**src/rtl/mop_pkg.sv**
```systemverilog
package mop_pkg;

   typedef enum logic [1:0] {
      CLS_NOW = 2'd0,
      CLS_DMB = 2'd1,
      CLS_DSB = 2'd2,
      CLS_ISB = 2'd3
   } mop_cls_e;

   typedef struct packed {
      logic [3:0] crn;
      logic [2:0] op1;
      logic [3:0] crm;
      logic [2:0] op2;
   } mop_enc_t;

   // True when a pending entry of class c is freed by the given events
   function automatic logic cls_freed(mop_cls_e c, logic ev_dmb, logic ev_dsb,
                                      logic ev_all);
      logic r;
      unique case (c)
         CLS_NOW: r = 1'b1;
         CLS_DMB: r = ev_dmb | ev_dsb | ev_all;
         CLS_DSB: r = ev_dsb | ev_all;
         default: r = ev_all;
      endcase
      return r;
   endfunction

endpackage

```
**src/rtl/mop_classify.sv**
```systemverilog
module mop_classify
   import mop_pkg::*;
(
   input  mop_enc_t enc,
   output mop_cls_e cls,
   output logic     is_sync
);

   always_comb begin
      cls     = CLS_ISB;
      is_sync = 1'b0;
      if (enc.crn == 4'd7 && enc.op1 == 3'd0) begin
         unique case (enc.crm)
            4'd1: begin
               if (enc.op2 == 3'd0) cls = CLS_DSB;
            end
            4'd5: begin
               if (enc.op2 == 3'd0 || enc.op2 == 3'd1) cls = CLS_DSB;
               if (enc.op2 == 3'd4) is_sync = 1'b1;
            end
            4'd6, 4'd10, 4'd14: begin
               if (enc.op2 == 3'd1)      cls = CLS_NOW;
               else if (enc.op2 == 3'd2) cls = CLS_DMB;
            end
            4'd11: begin
               if (enc.op2 == 3'd1) cls = CLS_NOW;
            end
            default: ;
         endcase
      end
   end

endmodule

```
**src/rtl/mop_queue.sv**
```systemverilog
module mop_queue
   import mop_pkg::*;
#(
   parameter int DEPTH  = 4,
   parameter int DATA_W = 32
) (
   input  logic              clk,
   input  logic              rst_n,
   input  logic              push,
   input  mop_enc_t          push_enc,
   input  logic [DATA_W-1:0] push_data,
   input  mop_cls_e          push_cls,
   input  logic              push_armed,
   input  logic              ev_dmb,
   input  logic              ev_dsb,
   input  logic              ev_all,
   input  logic              pop,
   output mop_enc_t          head_enc,
   output logic [DATA_W-1:0] head_data,
   output logic              head_armed,
   output logic              empty,
   output logic              full
);

   localparam int PW = (DEPTH > 1) ? $clog2(DEPTH) : 1;
   localparam int CW = $clog2(DEPTH + 1);
   localparam logic [PW-1:0] LAST   = PW'(DEPTH - 1);
   localparam logic [CW-1:0] FULL_N = CW'(DEPTH);
   localparam bit POW2 = ((DEPTH & (DEPTH - 1)) == 0);

   mop_enc_t          enc_q [DEPTH];
   logic [DATA_W-1:0] dat_q [DEPTH];
   mop_cls_e          cls_q [DEPTH];
   logic [DEPTH-1:0]  occ_q, arm_q;
   logic [PW-1:0]     wr_ptr, rd_ptr, wr_nxt, rd_nxt;
   logic [CW-1:0]     cnt_q;

   // pointer wrap: free wrap for power-of-two depth, compare otherwise
   generate
      if (POW2) begin : g_wrap_pow2
         assign wr_nxt = wr_ptr + PW'(1);
         assign rd_nxt = rd_ptr + PW'(1);
      end else begin : g_wrap_cmp
         assign wr_nxt = (wr_ptr == LAST) ? '0 : wr_ptr + PW'(1);
         assign rd_nxt = (rd_ptr == LAST) ? '0 : rd_ptr + PW'(1);
      end
   endgenerate

   always_ff @(posedge clk) begin
      if (!rst_n) begin
         wr_ptr <= '0;
         rd_ptr <= '0;
         cnt_q  <= '0;
      end else begin
         if (push) wr_ptr <= wr_nxt;
         if (pop)  rd_ptr <= rd_nxt;
         cnt_q <= cnt_q + CW'(push) - CW'(pop);
      end
   end

   generate
      for (genvar g = 0; g < DEPTH; g++) begin : g_slot
         logic wr_here, rd_here;
         assign wr_here = push && (wr_ptr == PW'(g));
         assign rd_here = pop  && (rd_ptr == PW'(g));

         always_ff @(posedge clk) begin
            if (!rst_n) begin
               occ_q[g] <= 1'b0;
               arm_q[g] <= 1'b0;
            end else if (wr_here) begin
               occ_q[g] <= 1'b1;
               arm_q[g] <= push_armed | cls_freed(push_cls, ev_dmb, ev_dsb, ev_all);
            end else if (rd_here) begin
               occ_q[g] <= 1'b0;
               arm_q[g] <= 1'b0;
            end else if (occ_q[g] && cls_freed(cls_q[g], ev_dmb, ev_dsb, ev_all)) begin
               arm_q[g] <= 1'b1;
            end
         end

         always_ff @(posedge clk) begin
            if (wr_here) begin
               enc_q[g] <= push_enc;
               dat_q[g] <= push_data;
               cls_q[g] <= push_cls;
            end
         end
      end
   endgenerate

   assign empty      = (cnt_q == '0);
   assign full       = (cnt_q == FULL_N);
   assign head_enc   = enc_q[rd_ptr];
   assign head_data  = dat_q[rd_ptr];
   assign head_armed = !empty && arm_q[rd_ptr];

endmodule

```
**src/rtl/mop_defer_tracker.sv**
```systemverilog
module mop_defer_tracker
   import mop_pkg::*;
#(
   parameter int DEPTH  = 4,
   parameter int DATA_W = 32
) (
   input  logic              clk,
   input  logic              rst_n,
   input  logic              defer_en,
   input  logic              iss_valid,
   input  logic [3:0]        iss_crn,
   input  logic [2:0]        iss_op1,
   input  logic [3:0]        iss_crm,
   input  logic [2:0]        iss_op2,
   input  logic [DATA_W-1:0] iss_data,
   output logic              iss_stall,
   input  logic              bar_dmb,
   input  logic              bar_dsb,
   input  logic              bar_isb,
   input  logic              exc_entry,
   input  logic              exc_return,
   output logic              rel_valid,
   input  logic              rel_ready,
   output logic [3:0]        rel_crn,
   output logic [2:0]        rel_op1,
   output logic [3:0]        rel_crm,
   output logic [2:0]        rel_op2,
   output logic [DATA_W-1:0] rel_data
);

   generate
      if (DEPTH < 2)   begin : g_bad_depth $error("DEPTH must be at least 2"); end
      if (DATA_W < 1)  begin : g_bad_width $error("DATA_W must be positive"); end
   endgenerate

   mop_enc_t          iss_enc, head_enc, out_enc;
   mop_cls_e          iss_cls;
   logic              is_sync, ev_all, accept, immediate, bypass;
   logic              q_push, q_pop, q_empty, q_full, head_armed;
   logic [DATA_W-1:0] head_data;

   assign iss_enc = '{crn: iss_crn, op1: iss_op1, crm: iss_crm, op2: iss_op2};

   mop_classify u_cls (
      .enc     (iss_enc),
      .cls     (iss_cls),
      .is_sync (is_sync)
   );

   // barrier tuple counts as an instruction barrier event
   assign ev_all    = bar_isb | exc_entry | exc_return | (iss_valid & is_sync);
   assign accept    = iss_valid & !is_sync & !q_full;
   assign immediate = (iss_cls == CLS_NOW) | !defer_en;
   assign bypass    = accept & q_empty & immediate;

   assign q_push = accept & !(bypass & rel_ready);
   assign q_pop  = head_armed & rel_ready;

   mop_queue #(.DEPTH(DEPTH), .DATA_W(DATA_W)) u_q (
      .clk        (clk),
      .rst_n      (rst_n),
      .push       (q_push),
      .push_enc   (iss_enc),
      .push_data  (iss_data),
      .push_cls   (iss_cls),
      .push_armed (immediate),
      .ev_dmb     (bar_dmb),
      .ev_dsb     (bar_dsb),
      .ev_all     (ev_all),
      .pop        (q_pop),
      .head_enc   (head_enc),
      .head_data  (head_data),
      .head_armed (head_armed),
      .empty      (q_empty),
      .full       (q_full)
   );

   assign rel_valid = q_empty ? bypass : head_armed;
   assign out_enc   = q_empty ? iss_enc : head_enc;
   assign rel_data  = q_empty ? iss_data : head_data;
   assign rel_crn   = out_enc.crn;
   assign rel_op1   = out_enc.op1;
   assign rel_crm   = out_enc.crm;
   assign rel_op2   = out_enc.op2;
   assign iss_stall = q_full;

endmodule

```
**config.mk**
```make
export PLATFORM = sky130hd
export DESIGN_NAME = mop_defer_tracker
export DESIGN_NICKNAME = d
export VERILOG_FILES = /design/src/rtl/mop_pkg.sv /design/src/rtl/mop_classify.sv /design/src/rtl/mop_queue.sv /design/src/rtl/mop_defer_tracker.sv
export SDC_FILE = /design/constraint.sdc
export NUM_CORES = 1
export LEC_CHECK = 0
export CAP_MARGIN = 20
export CORE_MARGIN = 10
export CORE_UTILIZATION = 55
export DETAILED_ROUTE_END_ITERATION = 12
export GPL_ROUTABILITY_DRIVEN = 0
export GPL_TIMING_DRIVEN = 1
export PLACE_DENSITY = 0.79
export RECOVER_POWER = 50
export SLEW_MARGIN = 20
export SYNTH_ARGS = -nofsm -noshare
export SYNTH_HDL_FRONTEND = slang
export SYNTH_SLANG_ARGS = --single-unit
```
**constraint.sdc**
```tcl
create_clock -name clk -period 8.1 [get_ports clk]
set_input_delay 2.43 -clock clk [delete_from_list [all_inputs] [get_ports clk]]
set_output_delay 2.43 -clock clk [all_outputs]
set_load 0.05 [all_outputs]
```
==> run summary, run 1 <==
===============================================================================================
Status                                                                             complete, but fails checks
Failing checks                                                                     capacitance limit, slew limit
Fraction of layout instances using a drive strength above 1                               14.4%
Final standard cell count with taps included and fillers excluded                           878
Number of buffers created by CTS                                                             21
Sinks on Clock Net                                                                          209
Setup clock skew after layout                                                           9.38 ps
Remaining global-route overflow                                                               0
Cell breakdown of the critical path                                                dlygate4sd3_1 > clkbuf_1 > or2_0 > or4_1 > a2111oi_4 > nand2_1 > nand2_1 > a41o_1 > buf_4
Distinct cell type count of the synthesized netlist                                          47
Max cap viols                                                                                 1
Finish-stage setup viols                                                                      0
Wire length of the first global-routing pass                                          30,100 um
Post-Place Cells                                                                            840
Primary FF master, synth                                                               edfxtp_1
Sequential element share of the synthesized area                                          70.4%
# H-tree levels                                                                               1
Cell chosen for the clock root                                                        clkbuf_16
Arr. time, crit path                                                                    5100 ps
Top library cells by usage in the layout, fill and taps aside                      edfxtp_1, nand2_1, clkdlybuf4s50_1, dlygate4sd3_1, mux4_2
Via count                                                                                 5,021
Tightest slew margin relative to the limit                                               -13.5%
Number of flip-flops and latches in the synthesized netlist                                 209
Area growth syn-to-layout                                                                 21.8%
Count of hold-fix buffers inserted at cts                                                     0
Number of flops mapped to enable cells by yosys                                             192
Sequential cell area                                                               0.00611 mm^2
Clock tree from TritonCTS                                                                  done
Post-CTS Setup Inserts                                                                        0
Ratio of routed vias to standard cells                                                     5.72
Global-route usage over all layers                                                        17.5%
Static Leak                                                                             3.62 nW
Total power density per cell area                                                   371 mW/mm^2
Standard cell with the maximum stage delay on the critical path                           or4_1
Worst setup slack before clock tree synthesis                                            879 ps
Final Routed Wirelength                                                               18,600 um
Net count of the mapped netlist                                                             612
Period utilization                                                                        93.0%
Placed instance area                                                               0.00992 mm^2
Post-route design area                                                              0.0106 mm^2
Critical path buffers and inverters                                                           3
Async set-or-reset flop fraction in the synthesized netlist                                  0%
Number of placement rows                                                                     45
Setup slack of the most critical reg-to-reg path                                        3670 ps
Die Outline Area                                                                    0.0212 mm^2
Data required time of the worst path                                                    5670 ps
Setup Total Neg Slack                                                                      0 ps
Family with the most delay on the worst path                                       simple AND/OR/NAND/NOR gates
Total half-perimeter wirelength after legalization and detailed placement             11,300 um
Max VDD drop                                                                         0.000261 V
Type of element capturing the critical path                                        primary output
First-pass DRT Iterations                                                                     5
Largest stage delay on the critical path                                                 570 ps
Total of fill cells in the finished design                                                1,047
Area of combinational cells with multiple inputs                                   0.00242 mm^2
Commonest non-fill, non-tap cell in the layout                                         edfxtp_1
Detailed router's first-iteration violation count                                           363
Number of nets in the final layout                                                          719
Worst skew pair latency                                                                  490 ps
Number of primary I/O pins                                                                  104
Minimum clock period                                                                    7530 ps
Number of buffers added on ports                                                            103
Setup repair after global routing missed its margin                                       false
Avg Inst Size Synth                                                                   15.9 um^2
Synthesized netlist cell count                                                              545
Core area                                                                           0.0153 mm^2
Type of the setup path with the least slack                                           in -> out
Setup crit start kind                                                                 input pin
Critical Path Fanout Max                                                                     11
Initial Utilization                                                                       56.6%
Highest Clock Rate                                                                    0.133 GHz
Largest buffer count on any clock path                                                        3
Maximum number of pins on one net before global-route repair                                 51
Worst Hold Margin                                                                        513 ps
Clock input transition at the sequential cells of the worst setup and hold paths          60 ps
Final number of hold-violating endpoints                                                      0
Number of antenna violations at the first check in global routing                             1
Cells resized by post-CTS repair                                                              0
Final Max Tran Viols                                                                         23
Area of the mapped netlist                                                         0.00867 mm^2
Remaining design rule violation count                                                         0
Warnings from Yosys                                                                           0
Number of global-route vias before repair                                                 5,452
Die height                                                                               146 um
CP most frequent cell                                                                   nand2_1
Final WS setup                                                                           566 ps
Width of the chip                                                                        146 um
Slew of the pin with the lowest slew margin                                             1700 ps
Final antenna-violating net count                                                             0
Wire length per cell after detailed routing                                             21.2 um
Worst hold path type                                                                 reg -> reg
===============================================================================================
-- worst paths after layout --
path | from | to | cells past startpoint
setup / recovery | iss_op2[1] | rel_valid | 9
hold / removal | u_q.wr_ptr[1] | u_q.wr_ptr[1] | 2
setup reg to reg | u_q.cnt_q[1] | u_q.arm_q[0] | 6
hold reg to reg | u_q.wr_ptr[1] | u_q.wr_ptr[1] | 2
-- layout make-up --
cell class | instances | share of cell area, %
well taps | 211 | 2.50
repair buffers | 108 | 10.1
diodes | 1 | 0.0237
clock inverters | 10 | 0.722
inverters | 14 | 0.497
flip-flops and latches | 209 | 57.8
clock buffers | 27 | 5.47
multi-input cells | 298 | 22.9
-- worst min-delay path, cell delays in order (launching register included) --
cell and delay [ps]:
dfxtp_1 340, nand2_1 60, o21ai_0 60
-- state kept, by name, summed over array words and instances, names as in the netlist, named ones only --
name / flops
u_q.cnt_q: 3
u_q.enc_q: 56
u_q.rd_ptr: 2
u_q.arm_q: 4
u_q.dat_q: 128
u_q.cls_q: 8
u_q.occ_q: 4
u_q.wr_ptr: 2
-- per-layer routing --
metal / routed length (um) / up-vias / GRT usage [%]
li1: - / 2272 / -
met1: 7650 / 2544 / 22.8
met2: 9490 / 177 / 29.1
met3: 1200 / 28 / 3.76
met4: 240 / 0 / 5.11
met5: 0 / - / 0
-- synthesized netlist by cell type, types with 2 or more instances --
library cell  instances  area, um^2
a22oi_1               5        37.5
a41o_1                2        20.0
nand3_1               2        10.0
o21ai_0              11        55.1
ha_1                 10         125
mux2_2                2        22.5
a211oi_1              2        15.0
nand4_1               2        12.5
xnor2_1               4        35.0
nor3_1                4        20.0
and2_1                8        50.1
nor2b_1               6        37.5
mux2_4                2        30.0
dfxtp_1              17         340
buf_1                 8        30.0
and2_4                2        17.5
a21oi_1               6        30.0
mux4_2               47        1060
o21a_1                2        15.0
nor3b_1               2        15.0
edfxtp_1            192        5770
nand2_1             154         578
a31oi_1               3        18.8
inv_1                14        52.6
clkbuf_1             15        56.3
nor2_1                2        7.51
-- cell families (layout without fill, tap and decap cells) --
logic type	after synthesis	in the layout	synth area share [%]
flip-flops	209	209	70.4
AND/OR/NAND/NOR	194	194	9.77
multiplexers	52	52	12.9
buffers and inverters	38	159	1.73
AO/OA/AOI/OAI	36	36	2.99
adder cells (fa/ha/maj)	11	11	1.67
XOR/XNOR	5	5	0.505
other	0	1	0
-- report_power, final --
part           leakage [nW]  internal, mW  total (mW)  switching [mW]
combinational          1.42         0.531        1.63            1.10
clock                 0.322         0.535       0.908           0.373
sequential             1.89          1.31        1.39          0.0727
-- stage by stage --
stage	util [%]	power, mW
final	69.0	3.92
after global routing	69.0	4.12
after CTS	69.0	3.97
after detailed placement	64.8	3.06
after global placement	64.8	3.03
after floorplan	-	2.49
(Power assumes the default switching activity.)
==> inputs of run 2 (changes only) <==
--- a/config.mk
+++ b/config.mk
@@ -5,7 +5,7 @@
 export SDC_FILE = /design/constraint.sdc
 export NUM_CORES = 1
 export LEC_CHECK = 0
-export CAP_MARGIN = 20
+export CAP_MARGIN = 30
 export CORE_MARGIN = 10
 export CORE_UTILIZATION = 55
 export DETAILED_ROUTE_END_ITERATION = 12
==> run summary, run 2 (same netlist as run 1, synthesis figures left out) <==
===============================================================================================
Final Max Tran Viols                                                                         23   unchanged
Status                                                                             complete, but fails checks
Cells resized by post-CTS repair                                                              0   unchanged
Total of fill cells in the finished design                                                1,044   -0.29%
Total half-perimeter wirelength after legalization and detailed placement             11,400 um   +1.4%
Worst skew pair latency                                                                  490 ps   about the same
Overall power of the completed layout                                                   3.91 mW   -0.43%
Final Core Density                                                                        69.0%   about the same
Setup Total Neg Slack                                                                      0 ps   unchanged
Maximum number of pins on one net before global-route repair                                 50   -2.0%
Max cap viols                                                                                 1   unchanged
Final antenna-violating net count                                                             0   unchanged
Total power density per cell area                                                   370 mW/mm^2   -0.39%
Setup slack of the most critical reg-to-reg path                                        3690 ps   +20 ps
Number of buffers created by CTS                                                             21   unchanged
Detailed router's first-iteration violation count                                           455   +25%
Worst hold path type                                                                 reg -> reg
Width of the chip                                                                        146 um   unchanged
Setup repair after global routing missed its margin                                       false
Number of nets in the final layout                                                          721   +0.28%
Highest Clock Rate                                                                    0.133 GHz   about the same
Top library cells by usage in the layout, fill and taps aside                      edfxtp_1, nand2_1, clkdlybuf4s50_1, dlygate4sd3_1, mux4_2
Placed instance area                                                               0.00996 mm^2   +0.40%
Final Routed Wirelength                                                               18,300 um   -1.4%
Number of primary I/O pins                                                                  104   unchanged
Commonest non-fill, non-tap cell in the layout                                         edfxtp_1
Register containing the most flip-flops in the final layout                           u_q.dat_q
Setup clock skew after layout                                                           6.76 ps   -2.62 ps
Number of antenna violations at the first check in global routing                             1   unchanged
Sinks on Clock Net                                                                          209   unchanged
Type of the setup path with the least slack                                           in -> out
Number of global-route vias before repair                                                 5,380   -1.3%
Core area                                                                           0.0153 mm^2   unchanged
Fraction of layout instances using a drive strength above 1                               13.9%   -0.47 points
Ratio of routed vias to standard cells                                                     5.71   -0.15%
Cell chosen for the clock root                                                        clkbuf_16
Largest register FFs                                                                        128   unchanged
Post-CTS Setup Inserts                                                                        0   unchanged
Largest buffer count on any clock path                                                        3   unchanged
# H-tree levels                                                                               1   unchanged
Static Leak                                                                             3.62 nW   -0.19%
Wire length per cell after detailed routing                                             20.8 um   -1.5%
Type of element capturing the critical path                                        primary output
Max VDD drop                                                                         0.000183 V   -30%
Arr. time, crit path                                                                    5100 ps   about the same
Critical Path Fanout Max                                                                     11   unchanged
Via count                                                                                 5,019   -0.040%
Area growth syn-to-layout                                                                 21.8%   about the same
Tightest slew margin relative to the limit                                               -15.0%   -1.5 points
Post-route design area                                                              0.0106 mm^2   about the same
Finish-stage setup viols                                                                      0   unchanged
Die height                                                                               146 um   unchanged
Die Outline Area                                                                    0.0212 mm^2   unchanged
Failing checks                                                                     capacitance limit, slew limit
Slew of the pin with the lowest slew margin                                             1720 ps   +22.6 ps
First-pass DRT Iterations                                                                     5   unchanged
Setup crit start kind                                                                 input pin
Global-route usage over all layers                                                        17.3%   -0.18 points
Top Registers                                                                      u_q.dat_q (128), u_q.enc_q (56), u_q.cls_q (8)
Remaining design rule violation count                                                         0   unchanged
Initial Utilization                                                                       56.6%   unchanged
Period utilization                                                                        93.0%   about the same
Number of placement rows                                                                     45   unchanged
Minimum clock period                                                                    7530 ps   +0.627 ps
Clock tree from TritonCTS                                                                  done
Remaining global-route overflow                                                               0   unchanged
Final number of hold-violating endpoints                                                      0   unchanged
Data required time of the worst path                                                    5670 ps   about the same
Wire length of the first global-routing pass                                          29,800 um   -0.96%
Number of buffers added on ports                                                            103   unchanged
Clock input transition at the sequential cells of the worst setup and hold paths          60 ps   about the same
Count of hold-fix buffers inserted at cts                                                     0   unchanged
Worst Hold Margin                                                                        517 ps   +3.05 ps
===============================================================================================
run 2: power by group:
part | switching, mW | leakage, nW | internal, mW
logic | 1.11 | 1.43 | 0.547
clock network | 0.369 | 0.298 | 0.507
registers | 0.0614 | 1.89 | 1.32
total | 1.54 | 3.62 | 2.37
run 2: worst paths after layout:
path                         to     startpoint  cells after the start
setup reg to reg   u_q.arm_q[0]   u_q.cnt_q[1]                      6
hold reg to reg   u_q.wr_ptr[1]  u_q.wr_ptr[1]                      2
hold / removal    u_q.wr_ptr[1]  u_q.wr_ptr[1]                      2
setup / recovery      rel_valid     iss_op2[1]                      9
run 2: metal layers:
layer  wire, um  global-route usage (%)  part of all wire [%]  vias up
li1           -                       -                     -     2269
met2       9160                    28.9                    50      192
met4        309                    4.40                   1.7        0
met3       1260                    4.28                   6.9       35
met1       7590                    22.3                    41     2523
met5          0                       0                     0        -
run 2: metrics by stage:
step / setup slack, ps / std cells
global placement: 932 / 840
finish: 565 / 879
global route: 443 / 879
floorplan: 1490 / 545
detailed placement: 883 / 842
CTS: 872 / 878
run 2: layout make-up:
cell class / instances / area (um^2) / share of cell area (%)
clock inverter: 9 / 66.3 / 0.628
sequential: 209 / 6110 / 57.9
antenna: 1 / 2.50 / 0.0237
clock buffer: 27 / 548 / 5.19
timing repair buffer: 110 / 1100 / 10.4
multi-input combinational: 298 / 2410 / 22.9
inverter: 14 / 52.6 / 0.498
tap: 211 / 264 / 2.50
run 2: worst max-delay path, stage by stage:
cell,delay (ps)
dlygate4sd3_1,540
clkbuf_1,250
or2_0,330
or4_1,560
a2111oi_4,430
nand2_1,90
nand2_1,80
a41o_1,190
buf_4,200
==> inputs of run 3 (changes only) <==
--- a/config.mk
+++ b/config.mk
@@ -6,7 +6,6 @@
 export NUM_CORES = 1
 export LEC_CHECK = 0
 export CAP_MARGIN = 30
-export CORE_MARGIN = 10
 export CORE_UTILIZATION = 55
 export DETAILED_ROUTE_END_ITERATION = 12
 export GPL_ROUTABILITY_DRIVEN = 0
==> run summary, run 3 (same netlist as run 1, synthesis figures left out) <==
===============================================================================================
Wire length per cell after detailed routing                                             19.3 um   -7.6%
Count of hold-fix buffers inserted at cts                                                     0   unchanged
Number of antenna violations at the first check in global routing                             0   -1
Largest stage delay on the critical path                                                 700 ps   +140 ps
Setup Total Neg Slack                                                                      0 ps   unchanged
Setup crit start kind                                                                 input pin
Final number of hold-violating endpoints                                                      0   unchanged
Fraction of layout instances using a drive strength above 1                               14.2%   +0.30 points
Finish-stage setup viols                                                                      0   unchanged
Core area                                                                           0.0153 mm^2   unchanged
# H-tree levels                                                                               1   unchanged
CP Depth                                                                                      8   -1
Die height                                                                               128 um   -12%
Family with the most delay on the worst path                                       simple AND/OR/NAND/NOR gates
Sinks on Clock Net                                                                          209   unchanged
Arr. time, crit path                                                                    5060 ps   -40 ps
Area growth syn-to-layout                                                                 22.2%
Width of the chip                                                                        128 um   -12%
Slew of the pin with the lowest slew margin                                             1770 ps   +46.6 ps
Diodes inserted                                                                               0   -1
Cell chosen for the clock root                                                        clkbuf_16
Via count                                                                                 4,991   -0.56%
Number of nets in the final layout                                                          720   -0.14%
Final Routed Wirelength                                                               16,900 um   -7.7%
Status                                                                             complete, but fails checks
Top Registers                                                                      u_q.dat_q (128), u_q.enc_q (56), u_q.cls_q (8)
Max VDD drop                                                                         0.000359 V   +96%
Global-route usage over all layers                                                        21.8%   +4.5 points
Ratio of routed vias to standard cells                                                     5.68   -0.44%
Die Outline Area                                                                    0.0163 mm^2   -23%
Detailed router's first-iteration violation count                                           343   -25%
Number of global-route vias before repair                                                 5,109   -5.0%
First-pass DRT Iterations                                                                     4   -1
Number of buffers added on ports                                                            103   unchanged
Commonest non-fill, non-tap cell in the layout                                         edfxtp_1
Worst setup slack before clock tree synthesis                                            733 ps   -150 ps
Setup clock skew after layout                                                           4.29 ps   -2.48 ps
Static Leak                                                                             3.64 nW   +0.59%
Number of primary I/O pins                                                                  104   unchanged
Cells resized by post-CTS repair                                                              0   unchanged
Setup repair after global routing missed its margin                                       false
Tightest slew margin relative to the limit                                               -18.1%   -3.1 points
Placed instance area                                                               0.00993 mm^2   -0.28%
Worst skew pair latency                                                                  480 ps   about the same
Remaining design rule violation count                                                         0   unchanged
CP most frequent cell                                                                   nand2_1
Highest Clock Rate                                                                    0.133 GHz   +0.54%
Register containing the most flip-flops in the final layout                           u_q.dat_q
Post-CTS Setup Inserts                                                                        0   unchanged
Final Max Tran Viols                                                                         24   +4.3%
Final antenna-violating net count                                                             0   unchanged
Total power density per cell area                                                   370 mW/mm^2   +0.15%
Cell breakdown of the critical path                                                dlygate4sd3_1 > or2_0 > or4_1 > a2111oi_4 > nand2_1 > nand2_1 > a41o_1 > buf_4
Critical Path Fanout Max                                                                     11   unchanged
Largest buffer count on any clock path                                                        3   unchanged
Clock tree from TritonCTS                                                                  done
Worst hold path type                                                                 reg -> reg
Failing checks                                                                     capacitance limit, slew limit
Standard cell with the maximum stage delay on the critical path                    dlygate4sd3_1
Number of buffers created by CTS                                                             21   unchanged
Minimum clock period                                                                    7490 ps   -40.2 ps
Type of the setup path with the least slack                                           in -> out
Total half-perimeter wirelength after legalization and detailed placement             10,100 um   -12%
Total of fill cells in the finished design                                                1,044   unchanged
Top library cells by usage in the layout, fill and taps aside                      edfxtp_1, nand2_1, clkdlybuf4s50_1, dlygate4sd3_1, mux4_2
Post-route design area                                                              0.0106 mm^2   +0.37%
Period utilization                                                                        92.5%   -0.50 points
Max cap viols                                                                                 1   unchanged
Final WS setup                                                                           606 ps   +40.2 ps
Maximum number of pins on one net before global-route repair                                 50   unchanged
Clock input transition at the sequential cells of the worst setup and hold paths          60 ps   about the same
Type of element capturing the critical path                                        primary output
Hold depth                                                                                    2   unchanged
Wire length of the first global-routing pass                                          26,900 um   -9.9%
Initial Utilization                                                                       56.6%   unchanged
Largest register FFs                                                                        128   unchanged
Number of placement rows                                                                     45   unchanged
Cell depth of the worst flop-to-flop path                                                     6   unchanged
Critical path buffers and inverters                                                           2   -1
Remaining global-route overflow                                                               0   unchanged
Data required time of the worst path                                                    5670 ps   about the same
===============================================================================================
-- run 3: changes by cell type in the layout (fill, tap and decap cells not counted) --
cell / before / now
buf_12: 2 / 1
clkbuf_8: 0 / 4
clkinv_1: 6 / 3
diode_2: 1 / 0
and2_2: 1 / 0
inv_6: 1 / 0
and2_0: 4 / 5
buf_16: 0 / 1
-- run 3: metrics by stage --
stage | hold WS (ps) | util [%] | cells | power (mW)
global placement | 482 | 64.7 | 839 | 3.01
finish | 508 | 69.2 | 878 | 3.93
CTS | 514 | 69.1 | 877 | 3.96
global route | 567 | 69.2 | 878 | 4.10
floorplan | 469 | - | 545 | 2.49
detailed placement | 506 | 64.9 | 840 | 3.05
-- run 3: final cells by class --
class                      count  area [um^2]  share of cell area [%]
multi-input combinational    298         2410                    22.8
clock buffer                  32          607                    5.73
sequential                   209         6110                    57.7
inverter                      14         52.6                   0.496
timing repair buffer         109         1110                    10.4
tap                          211          264                    2.49
clock inverter                 5         46.3                   0.437
-- run 3: per-layer routing --
layer  GRT usage [%]  share of wire [%]
met1            29.9                 42
met2            37.2                 50
met3            2.89                5.6
met4            6.16                1.6
met5               0                  0
-- run 3: path summary, 6_finish.rpt --
path	startpoint	to	slack [ps]
worst max-delay path	iss_op2[1]	rel_valid	610
worst min-delay path	u_q.wr_ptr[1]	u_q.wr_ptr[1]	510
worst max register to register	u_q.cnt_q[1]	u_q.arm_q[2]	3730
worst min register to register	u_q.wr_ptr[1]	u_q.wr_ptr[1]	510
-- run 3: where the power goes --
part	internal [mW]	switching (mW)
Clock	0.545	0.367
Combinational	0.548	1.10
Sequential	1.31	0.0527
Total	2.41	1.52
-- run 3: worst reg2reg max path: stages (launching register included) --
cell and delay [ps]:
dfxtp_1 490, nor3_4 70, buf_4 320, a41oi_1 980, and2_0 1440, buf_4 580, mux2_2 390
